--- src/rtl/dma_pkg.sv ---
package dma_pkg;
  localparam int NCH   = 4;
  localparam int AW    = 32;
  localparam int DW    = 32;
  localparam int CW    = 16;
  localparam int CTL_W = 10;

  localparam logic [2:0] SEL_SRC_LO = 3'd0;
  localparam logic [2:0] SEL_SRC_HI = 3'd1;
  localparam logic [2:0] SEL_DST_LO = 3'd2;
  localparam logic [2:0] SEL_DST_HI = 3'd3;
  localparam logic [2:0] SEL_CNT    = 3'd4;
  localparam logic [2:0] SEL_CTL    = 3'd5;

  localparam int B_DADJ = 0;
  localparam int B_SADJ = 2;
  localparam int B_RPT  = 4;
  localparam int B_WIDE = 5;
  localparam int B_TIME = 6;
  localparam int B_IRQ  = 8;
  localparam int B_EN   = 9;

  typedef enum logic [1:0] {
    ADJ_INC = 2'd0,
    ADJ_DEC = 2'd1,
    ADJ_FIX = 2'd2,
    ADJ_RLD = 2'd3
  } adj_e;

  typedef enum logic [1:0] {
    ST_IDLE = 2'd0,
    ST_RD   = 2'd1,
    ST_WR   = 2'd2
  } st_e;

  function automatic logic [AW-1:0] src_mask(input int ch);
    return (ch == 0) ? 32'h07FF_FFFF : 32'h0FFF_FFFF;
  endfunction

  function automatic logic [AW-1:0] dst_mask(input int ch);
    return (ch == NCH-1) ? 32'h0FFF_FFFF : 32'h7FFF_FFFF;
  endfunction

  function automatic logic [CW:0] cnt_full(input int ch);
    return (ch == NCH-1) ? 17'h1_0000 : 17'h0_4000;
  endfunction
endpackage

--- src/rtl/dma_arb.sv ---
module dma_arb #(
  parameter int N  = 4,
  localparam int IW = (N > 1) ? $clog2(N) : 1
) (
  input  logic [N-1:0]  req_i,
  output logic [IW-1:0] idx_o,
  output logic          any_o
);
  always_comb begin
    idx_o = '0;
    for (int i = N-1; i >= 0; i--) begin
      if (req_i[i]) idx_o = IW'(i);
    end
  end

  assign any_o = |req_i;
endmodule

--- src/rtl/dma_chan.sv ---
module dma_chan
  import dma_pkg::*;
#(
  parameter int CH = 0
) (
  input  logic          clk_i,
  input  logic          rst_ni,
  input  logic          we_i,
  input  logic [2:0]    sel_i,
  input  logic [CW-1:0] wdata_i,
  input  logic [2:0]    trig_i,
  input  logic          done_i,
  output logic          active_o,
  output logic          enable_o,
  output logic [AW-1:0] rd_addr_o,
  output logic [AW-1:0] wr_addr_o,
  output logic          wide_o,
  output logic          irq_o
);
  localparam logic [AW-1:0] SMASK  = src_mask(CH);
  localparam logic [AW-1:0] DMASK  = dst_mask(CH);
  localparam logic [CW:0]   CFULL  = cnt_full(CH);
  localparam int            PAIR   = (CH + 1) / 2;
  localparam bit            IS_SND = (CH == 1) || (CH == 2);

  logic [AW-1:0]    src_r, dst_r, src_q, dst_q;
  logic [CW-1:0]    cnt_r;
  logic [CTL_W-1:0] ctl_r;
  logic [CW:0]      cnt_q;
  logic             act_q, irq_q;

  logic [AW-1:0]    n_src_r, n_dst_r, n_src_q, n_dst_q;
  logic [CW-1:0]    n_cnt_r;
  logic [CTL_W-1:0] n_ctl_r;
  logic [CW:0]      n_cnt_q;
  logic             n_act, n_irq;

  logic          snd, wide;
  adj_e          sadj, dadj;
  logic [AW-1:0] unit, amask, src_m, dst_m, src_step, dst_step;
  logic [CW:0]   cnt_left;

  assign snd   = IS_SND && (ctl_r[B_TIME +: 2] == 2'd3);
  assign wide  = ctl_r[B_WIDE] | snd;
  assign unit  = wide ? 32'd4 : 32'd2;
  assign amask = wide ? ~32'h3 : ~32'h1;
  assign sadj  = adj_e'(ctl_r[B_SADJ +: 2]);
  assign dadj  = snd ? ADJ_FIX : adj_e'(ctl_r[B_DADJ +: 2]);
  assign src_m = src_q & SMASK;
  assign dst_m = dst_q & DMASK;

  always_comb begin
    unique case (sadj)
      ADJ_INC: src_step = src_m + unit;
      ADJ_DEC: src_step = src_m - unit;
      default: src_step = src_m;
    endcase
    unique case (dadj)
      ADJ_INC, ADJ_RLD: dst_step = dst_m + unit;
      ADJ_DEC:          dst_step = dst_m - unit;
      default:          dst_step = dst_m;
    endcase
  end

  assign cnt_left = ((cnt_q == '0) ? CFULL : cnt_q) - 1'b1;

  always_comb begin
    logic [1:0] t;
    logic [2:0] code;
    logic       fire;
    n_src_r = src_r;
    n_dst_r = dst_r;
    n_cnt_r = cnt_r;
    n_ctl_r = ctl_r;
    n_src_q = src_q;
    n_dst_q = dst_q;
    n_cnt_q = cnt_q;
    n_act   = act_q;
    n_irq   = 1'b0;
    if (we_i) begin
      unique case (sel_i)
        SEL_SRC_LO: n_src_r[15:0]  = wdata_i;
        SEL_SRC_HI: n_src_r[31:16] = wdata_i;
        SEL_DST_LO: n_dst_r[15:0]  = wdata_i;
        SEL_DST_HI: n_dst_r[31:16] = wdata_i;
        SEL_CNT:    n_cnt_r        = wdata_i;
        SEL_CTL: begin
          n_ctl_r = wdata_i[CTL_W-1:0];
          if (wdata_i[B_EN]) begin
            n_src_q = src_r;
            n_dst_q = dst_r;
            n_cnt_q = {1'b0, cnt_r};
            n_act   = (wdata_i[B_TIME +: 2] == 2'd0);
          end else begin
            n_act = 1'b0;
          end
        end
        default: ;
      endcase
    end else if (done_i && ctl_r[B_EN]) begin
      // register write above takes precedence over the step update
      n_src_q = src_step;
      n_dst_q = dst_step;
      if (cnt_left == '0) begin
        n_act = 1'b0;
        n_irq = ctl_r[B_IRQ];
        if (ctl_r[B_RPT]) begin
          n_cnt_q = {1'b0, cnt_r};
          if (dadj == ADJ_RLD) n_dst_q = dst_r;
        end else begin
          n_cnt_q = cnt_left;
          n_ctl_r[B_EN] = 1'b0;
        end
      end else begin
        n_cnt_q = cnt_left;
      end
    end
    // start pulses see the post-update control word
    t    = n_ctl_r[B_TIME +: 2];
    code = (t == 2'd3) ? 3'(3 + PAIR) : {1'b0, t};
    fire = n_ctl_r[B_EN] && (((code == 3'd1) && trig_i[0]) ||
                             ((code == 3'd2) && trig_i[1]) ||
                             ((code == 3'd4) && trig_i[2]));
    if (fire) begin
      n_act = 1'b1;
      if (code == 3'd4) n_cnt_q = 17'd4;
    end
  end

  always_ff @(posedge clk_i or negedge rst_ni) begin
    if (!rst_ni) begin
      src_r <= '0;
      dst_r <= '0;
      cnt_r <= '0;
      ctl_r <= '0;
      src_q <= '0;
      dst_q <= '0;
      cnt_q <= '0;
      act_q <= 1'b0;
      irq_q <= 1'b0;
    end else begin
      src_r <= n_src_r;
      dst_r <= n_dst_r;
      cnt_r <= n_cnt_r;
      ctl_r <= n_ctl_r;
      src_q <= n_src_q;
      dst_q <= n_dst_q;
      cnt_q <= n_cnt_q;
      act_q <= n_act;
      irq_q <= n_irq;
    end
  end

  assign active_o  = act_q;
  assign enable_o  = ctl_r[B_EN];
  assign rd_addr_o = src_m & amask;
  assign wr_addr_o = dst_m & amask;
  assign wide_o    = wide;
  assign irq_o     = irq_q;
endmodule

--- src/rtl/dma_ctrl.sv ---
module dma_ctrl
  import dma_pkg::*;
(
  input  logic        clk_i,
  input  logic        rst_ni,
  input  logic        cfg_we_i,
  input  logic [1:0]  cfg_ch_i,
  input  logic [2:0]  cfg_sel_i,
  input  logic [15:0] cfg_wdata_i,
  input  logic [2:0]  trig_i,
  output logic        mem_rd_req_o,
  output logic        mem_wr_req_o,
  output logic [31:0] mem_addr_o,
  output logic        mem_wide_o,
  output logic [31:0] mem_wdata_o,
  input  logic        mem_rd_valid_i,
  input  logic [31:0] mem_rd_data_i,
  input  logic        mem_wr_valid_i,
  output logic [3:0]  active_o,
  output logic [3:0]  enable_o,
  output logic [3:0]  irq_o
);
  localparam int IW = $clog2(NCH);

  logic [AW-1:0] ch_rd_a [NCH];
  logic [AW-1:0] ch_wr_a [NCH];
  logic [NCH-1:0] ch_wide, ch_act, ch_en, ch_irq, ch_done;

  st_e           st_q;
  logic [IW-1:0] sel_q, pick;
  logic          any;
  logic [AW-1:0] rd_a_q, wr_a_q;
  logic [DW-1:0] data_q;
  logic          wide_q;

  for (genvar g = 0; g < NCH; g++) begin : g_ch
    assign ch_done[g] = (st_q == ST_WR) && mem_wr_valid_i && (sel_q == IW'(g));
    dma_chan #(.CH(g)) u_chan (
      .clk_i     (clk_i),
      .rst_ni    (rst_ni),
      .we_i      (cfg_we_i && (cfg_ch_i == IW'(g))),
      .sel_i     (cfg_sel_i),
      .wdata_i   (cfg_wdata_i),
      .trig_i    (trig_i),
      .done_i    (ch_done[g]),
      .active_o  (ch_act[g]),
      .enable_o  (ch_en[g]),
      .rd_addr_o (ch_rd_a[g]),
      .wr_addr_o (ch_wr_a[g]),
      .wide_o    (ch_wide[g]),
      .irq_o     (ch_irq[g])
    );
  end

  dma_arb #(.N(NCH)) u_arb (
    .req_i (ch_act),
    .idx_o (pick),
    .any_o (any)
  );

  always_ff @(posedge clk_i or negedge rst_ni) begin
    if (!rst_ni) begin
      st_q   <= ST_IDLE;
      sel_q  <= '0;
      rd_a_q <= '0;
      wr_a_q <= '0;
      data_q <= '0;
      wide_q <= 1'b0;
    end else begin
      unique case (st_q)
        ST_IDLE: if (any) begin
          sel_q  <= pick;
          rd_a_q <= ch_rd_a[pick];
          wr_a_q <= ch_wr_a[pick];
          wide_q <= ch_wide[pick];
          st_q   <= ST_RD;
        end
        ST_RD: if (mem_rd_valid_i) begin
          data_q <= mem_rd_data_i;
          st_q   <= ST_WR;
        end
        ST_WR: if (mem_wr_valid_i) st_q <= ST_IDLE;
        default: st_q <= ST_IDLE;
      endcase
    end
  end

  assign mem_rd_req_o = (st_q == ST_RD);
  assign mem_wr_req_o = (st_q == ST_WR);
  assign mem_addr_o   = (st_q == ST_WR) ? wr_a_q : rd_a_q;
  assign mem_wide_o   = wide_q;
  assign mem_wdata_o  = data_q;
  assign active_o     = ch_act;
  assign enable_o     = ch_en;
  assign irq_o        = ch_irq;
endmodule

--- config.mk ---
export PLATFORM = sky130hd
export DESIGN_NAME = dma_ctrl
export DESIGN_NICKNAME = d
export VERILOG_FILES = /design/src/rtl/dma_pkg.sv /design/src/rtl/dma_arb.sv /design/src/rtl/dma_chan.sv /design/src/rtl/dma_ctrl.sv
export SDC_FILE = /design/constraint.sdc
export NUM_CORES = 2
export LEC_CHECK = 0
export BUFFER_PORTS_ARGS = -buffer_cell sky130_fd_sc_hd__buf_4
export CORE_MARGIN = 2
export CORE_UTILIZATION = 35
export CTS_BUF_LIST = sky130_fd_sc_hd__clkbuf_4 sky130_fd_sc_hd__clkbuf_8
export DETAILED_ROUTE_END_ITERATION = 7
export PLACE_DENSITY = 0.61
export SETUP_SLACK_MARGIN = 0.15
export SLEW_MARGIN = 15
export SYNTH_ARGS = -nofsm -noshare
export SYNTH_HDL_FRONTEND = slang
export SYNTH_SLANG_ARGS = --single-unit
--- constraint.sdc ---
create_clock -name clk_i -period 8.8 [get_ports clk_i]
set_input_delay 0 -clock clk_i [delete_from_list [all_inputs] [get_ports clk_i]]
set_output_delay 0 -clock clk_i [all_outputs]
set_load 0.1 [all_outputs]
==> results <==
- In the routed layout, each cell is associated on average with a via count of 5.763.
- The maximum count of clock buffers along a single path is 3.
- The transition at the pin with the smallest max-transition slack is 1166 ps.
- The worst hold path begins at cfg_sel_i[2].
- The tightest hold margin is 179.6 ps.
- The total core area is 124100 um2.
- The logic depth of the worst register-to-register path is 15.
- The number of enable flip-flop cells after synthesis is 0.
- The terminating pin of the worst hold path is g_ch[0].u_chan.src_r[17]$_DFFE_PN0P_.
- The H-tree was split into 4 levels.
- The count of filler cells inserted in the layout is 12059.
- The sink count of the clock tree is 722.
- The detailed-route wire length per cell is 23.05 um.
- After detailed routing, the number of remaining DRC violations is 0.
- The TritonCTS clock tree is yes.
- The largest fanout on the critical path is 6.
- Synthesis inferred slightly above 700 register bits.
- The multi-input combinational cell area is 24510 um2.
- The fraction of synthesis flops using an asynchronous set or reset pin is 100.0%.
- The number of global-route vias before repair was 36184.
- The die covers 128300 um2.
- The dominant cell type by area after synthesis is dfrtp_1.
- The smallest setup slack after layout is 4408 ps.
- The hold violation count in the final report came to 0.
- The last weighted congestion value of the routability-driven placer is 0.9188.
- The clock latency of the later-clocked register in the worst-skew pair is 850 ps.
- The data arrival time at the worst-slack endpoint is 5120 ps.
- The mean instance size in the synthesized netlist is 9.670 um2.
- The worst path required time is 9530 ps.
- In the post-synthesis netlist, the biggest area contributors are dfrtp_1 41%, mux2_2 9.6%, ha_1 6.8%.
- The nature of the critical path endpoint is a flop.
- In the final design database the tool counted between 5000 and 6000 nets.
- Setup violations remaining at the end of the flow were counted as 0.
- The run finished with clean final reports.
- The number of pins exceeding their max-slew limit in the final report is 0.
- The count of buffers added on input and output ports is about 140.
- The final core utilization is 40.87%.
- The worst slack at placement is approximately 4500 ps.
- Yosys printed 0 warnings.
- The register-to-register setup slack is 4410 ps.
- The portion of the clock cycle consumed by the worst path in the final layout is 49.91%.
- The first-pass iteration count of the detailed router is 6.
- The fraction of synthesized cell area taken by the top area cell type is 41.13%.
- The gate count after technology mapping is about 4500.
- Based on the critical path, the design can be clocked at up to 227.7 MHz.
- The remaining max-slew budget at the tightest pin is 21.77%.
- Max-cap violations in this run came to 0.
- Across the VDD grid, the largest voltage drop is ~0.00054 V.
- Setup repair after global routing left no endpoint under its margin.
- The sequential-to-total area share from yosys stat is 41.13%.
- Clock-pin slew was measured on the worst setup and hold paths at 70 ps.
- The path type of the worst setup path is flop to flop.
- The first global-routing pass estimated 226700 um of wire.
- Global routing consumed, over all layers together, 23.20% of the routing resources.
- The most common library cell in the layout ignoring fill and taps is dfrtp_1.
- The starting utilization of the core area is between 30% and 40%.
- The leading register cell type out of synthesis is dfrtp_1.
- For this run the aggregate overflow at the end of global routing stands at 0.
- The tightest min-delay check is of the input pin to flop type.
- The final critical-path required period is 4392 ps.
- The total placed cells including tap cells is a little over 6000.
- The top cell types in the final layout, fill and taps aside, are 722 x dfrtp_1, 469 x nand2_1, 373 x mux2_2, 364 x a21oi_1, 346 x nor2_1.
- The HPWL after detailed placement is 99750 um.
- In this run the horizontal extent of the chip is 358.3 um.
- The number of antenna violations at the first check in global routing was 15.
- The number of clock buffers added by TritonCTS is 132.
- The post-route setup TNS is 0 ps.
- The height of the die is 358.3 um.
- The maximum number of pins on one net before global-route repair is 147.
- The floorplan row count is roughly 130.
- Along the worst hold path, the cell count comes to 4.
- The startpoint class of the critical path is a flop.
- The power density of the placed cells is 325.5 nW/um2.
- Clock skew on the completed layout was measured at 38.03 ps.
- In this run the critical register-to-register path is captured at g_ch[2].u_chan.src_q[26]$_DFFE_PN0P_.
- The reported leakage power is 23.51 nW.
- The worst register-to-register path begins at g_ch[2].u_chan.ctl_r[7]$_DFF_PN0_.
- Once layout is complete, the cells apart from fillers number 6507.
- The area taken by flip-flops and latches is 18070 um2.
- Across all layers, the routed design uses 37502 vias.
- The final layout contains routed wiring with a total length of between 100000 and 150000 um.
- The first routing iteration left about 3400 violations.
- The netlist area before placement is ~44000 um2.
- The post-route antenna net violation count is 0.
- The distinct cell type count after synthesis is 95.
- The I/O pin count is 140.
- The clock root buffer is clkbuf_8.
- The relative area change from synthesis to final layout is 15.50%.
- The post-route netlist has between 10% and 20% of its cells at a drive strength greater than 1.
-- per-stage QoR --
stage | instance area, um2 | power, mW
detailed placement | 46620 | 12.77
finish | 50730 | 16.51
floorplan | 43930 | 10.70
CTS | 50710 | 16.44
global route | 50720 | 17.51
global placement | 46620 | 12.66
-- sequential cells by signal, indices dropped and copies added, names as in the netlist, 32 cells and up --
register and flops:
g_ch.u_chan.cnt_q 68, g_ch.u_chan.cnt_r 64, g_ch.u_chan.ctl_r 40, g_ch.u_chan.dst_q 117, g_ch.u_chan.dst_r 117, g_ch.u_chan.src_q 107
g_ch.u_chan.src_r 107, mem_wdata_o 32
-- cells in the mapped netlist, drive strengths merged, types with 15 or more instances --
cell type / number
a211o: 15
a211oi: 29
a21boi: 16
a21o: 112
a21oi: 367
a22oi: 36
a311oi: 16
a31oi: 69
and2: 22
and3: 44
and4: 15
buf: 64
clkbuf: 174
dfrtp: 722
ha: 240
inv: 106
mux2: 373
mux2i: 19
mux4: 54
nand2: 470
nand2b: 52
nand3: 95
nand4: 16
nor2: 355
nor2b: 41
nor3: 102
nor3b: 19
nor4: 29
o211ai: 25
o21a: 60
o21ai: 323
o22ai: 34
o31ai: 18
or2: 16
or3: 42
xnor2: 97
xor2: 71
-- repair_timing --
action	in CTS	in global routing
hold buffers	130	0
setup buffers	0	0
endpoints found under the hold margin	905	0
endpoints found under the setup margin	0	0
resized for setup	0	0
-- worst max-delay path, stage by stage (launching register included) --
cell,delay (ps)
dfrtp_1,390
a21oi_1,720
inv_1,210
nor2_1,190
ha_1,280
nor2b_1,160
o21ai_0,280
a21boi_0,180
o21a_1,200
o21ai_0,230
a21o_1,240
a21oi_1,170
o21ai_0,530
o211ai_1,230
mux2i_1,180
o21ai_0,80
-- power breakdown --
| part | switching (mW) | total (mW) | internal, mW |
|---|---|---|---|
| logic | 4.67 | 7.66 | 2.99 |
| clock network | 1.51 | 3.45 | 1.94 |
| registers | 1.10 | 5.40 | 4.30 |
-- how the worst max path moves through the flow --
stage | start | end
6_report | g_ch[2].u_chan.ctl_r[7]$_DFF_PN0_ | g_ch[2].u_chan.src_q[26]$_DFFE_PN0P_
5_1_grt | g_ch[0].u_chan.ctl_r[3]$_DFFE_PN0P_ | g_ch[0].u_chan.src_q[26]$_DFFE_PN0P_
4_1_cts | g_ch[1].u_chan.cnt_q[1]$_DFF_PN0_ | g_ch[1].u_chan.dst_q[29]$_DFFE_PN0P_
3_5_place_dp | g_ch[1].u_chan.cnt_q[0]$_DFF_PN0_ | g_ch[1].u_chan.dst_q[24]$_DFFE_PN0P_
3_3_place_gp | g_ch[1].u_chan.cnt_q[1]$_DFF_PN0_ | g_ch[1].u_chan.dst_q[24]$_DFFE_PN0P_
2_1_floorplan | g_ch[2].u_chan.ctl_r[7]$_DFF_PN0_ | g_ch[2].u_chan.dst_q[30]$_DFFE_PN0P_
-- per-layer routing --
metal / global-route usage, % / share of wire [%] / vias up
met5: 0 / 0.0087 / -
met4: 9.013 / 3.4 / 2
met3: 4.701 / 8.7 / 258
met2: 35.61 / 44 / 1450
met1: 32.09 / 44 / 18676
li1: - / - / 17116
-- layout make-up --
class,instances,share of cell area [%]
multi-input cells,3477,48.32
flip-flops and latches,722,35.61
repair buffers,337,5.752
clock buffers,199,4.980
well taps,1637,4.037
inverters,106,0.7843
clock inverters,22,0.4735
diodes,7,0.03453
-- logic make-up after synthesis --
| kind of cell | after synthesis | share of synthesized area (%) |
|---|---|---|
| xor gates and xnor gates | 168 | 3.350 |
| DFF | 722 | 41.13 |
| and+or+nand+nor | 1351 | 14.40 |
| other | 1 | 0.008538 |
| muxes | 446 | 12.76 |
| buffers and inverters | 344 | 3.262 |
| AOI/OAI and AO/OA | 1270 | 18.25 |
| adders and majority gates | 240 | 6.837 |
Note: power is estimated with default switching activity, not from simulation.
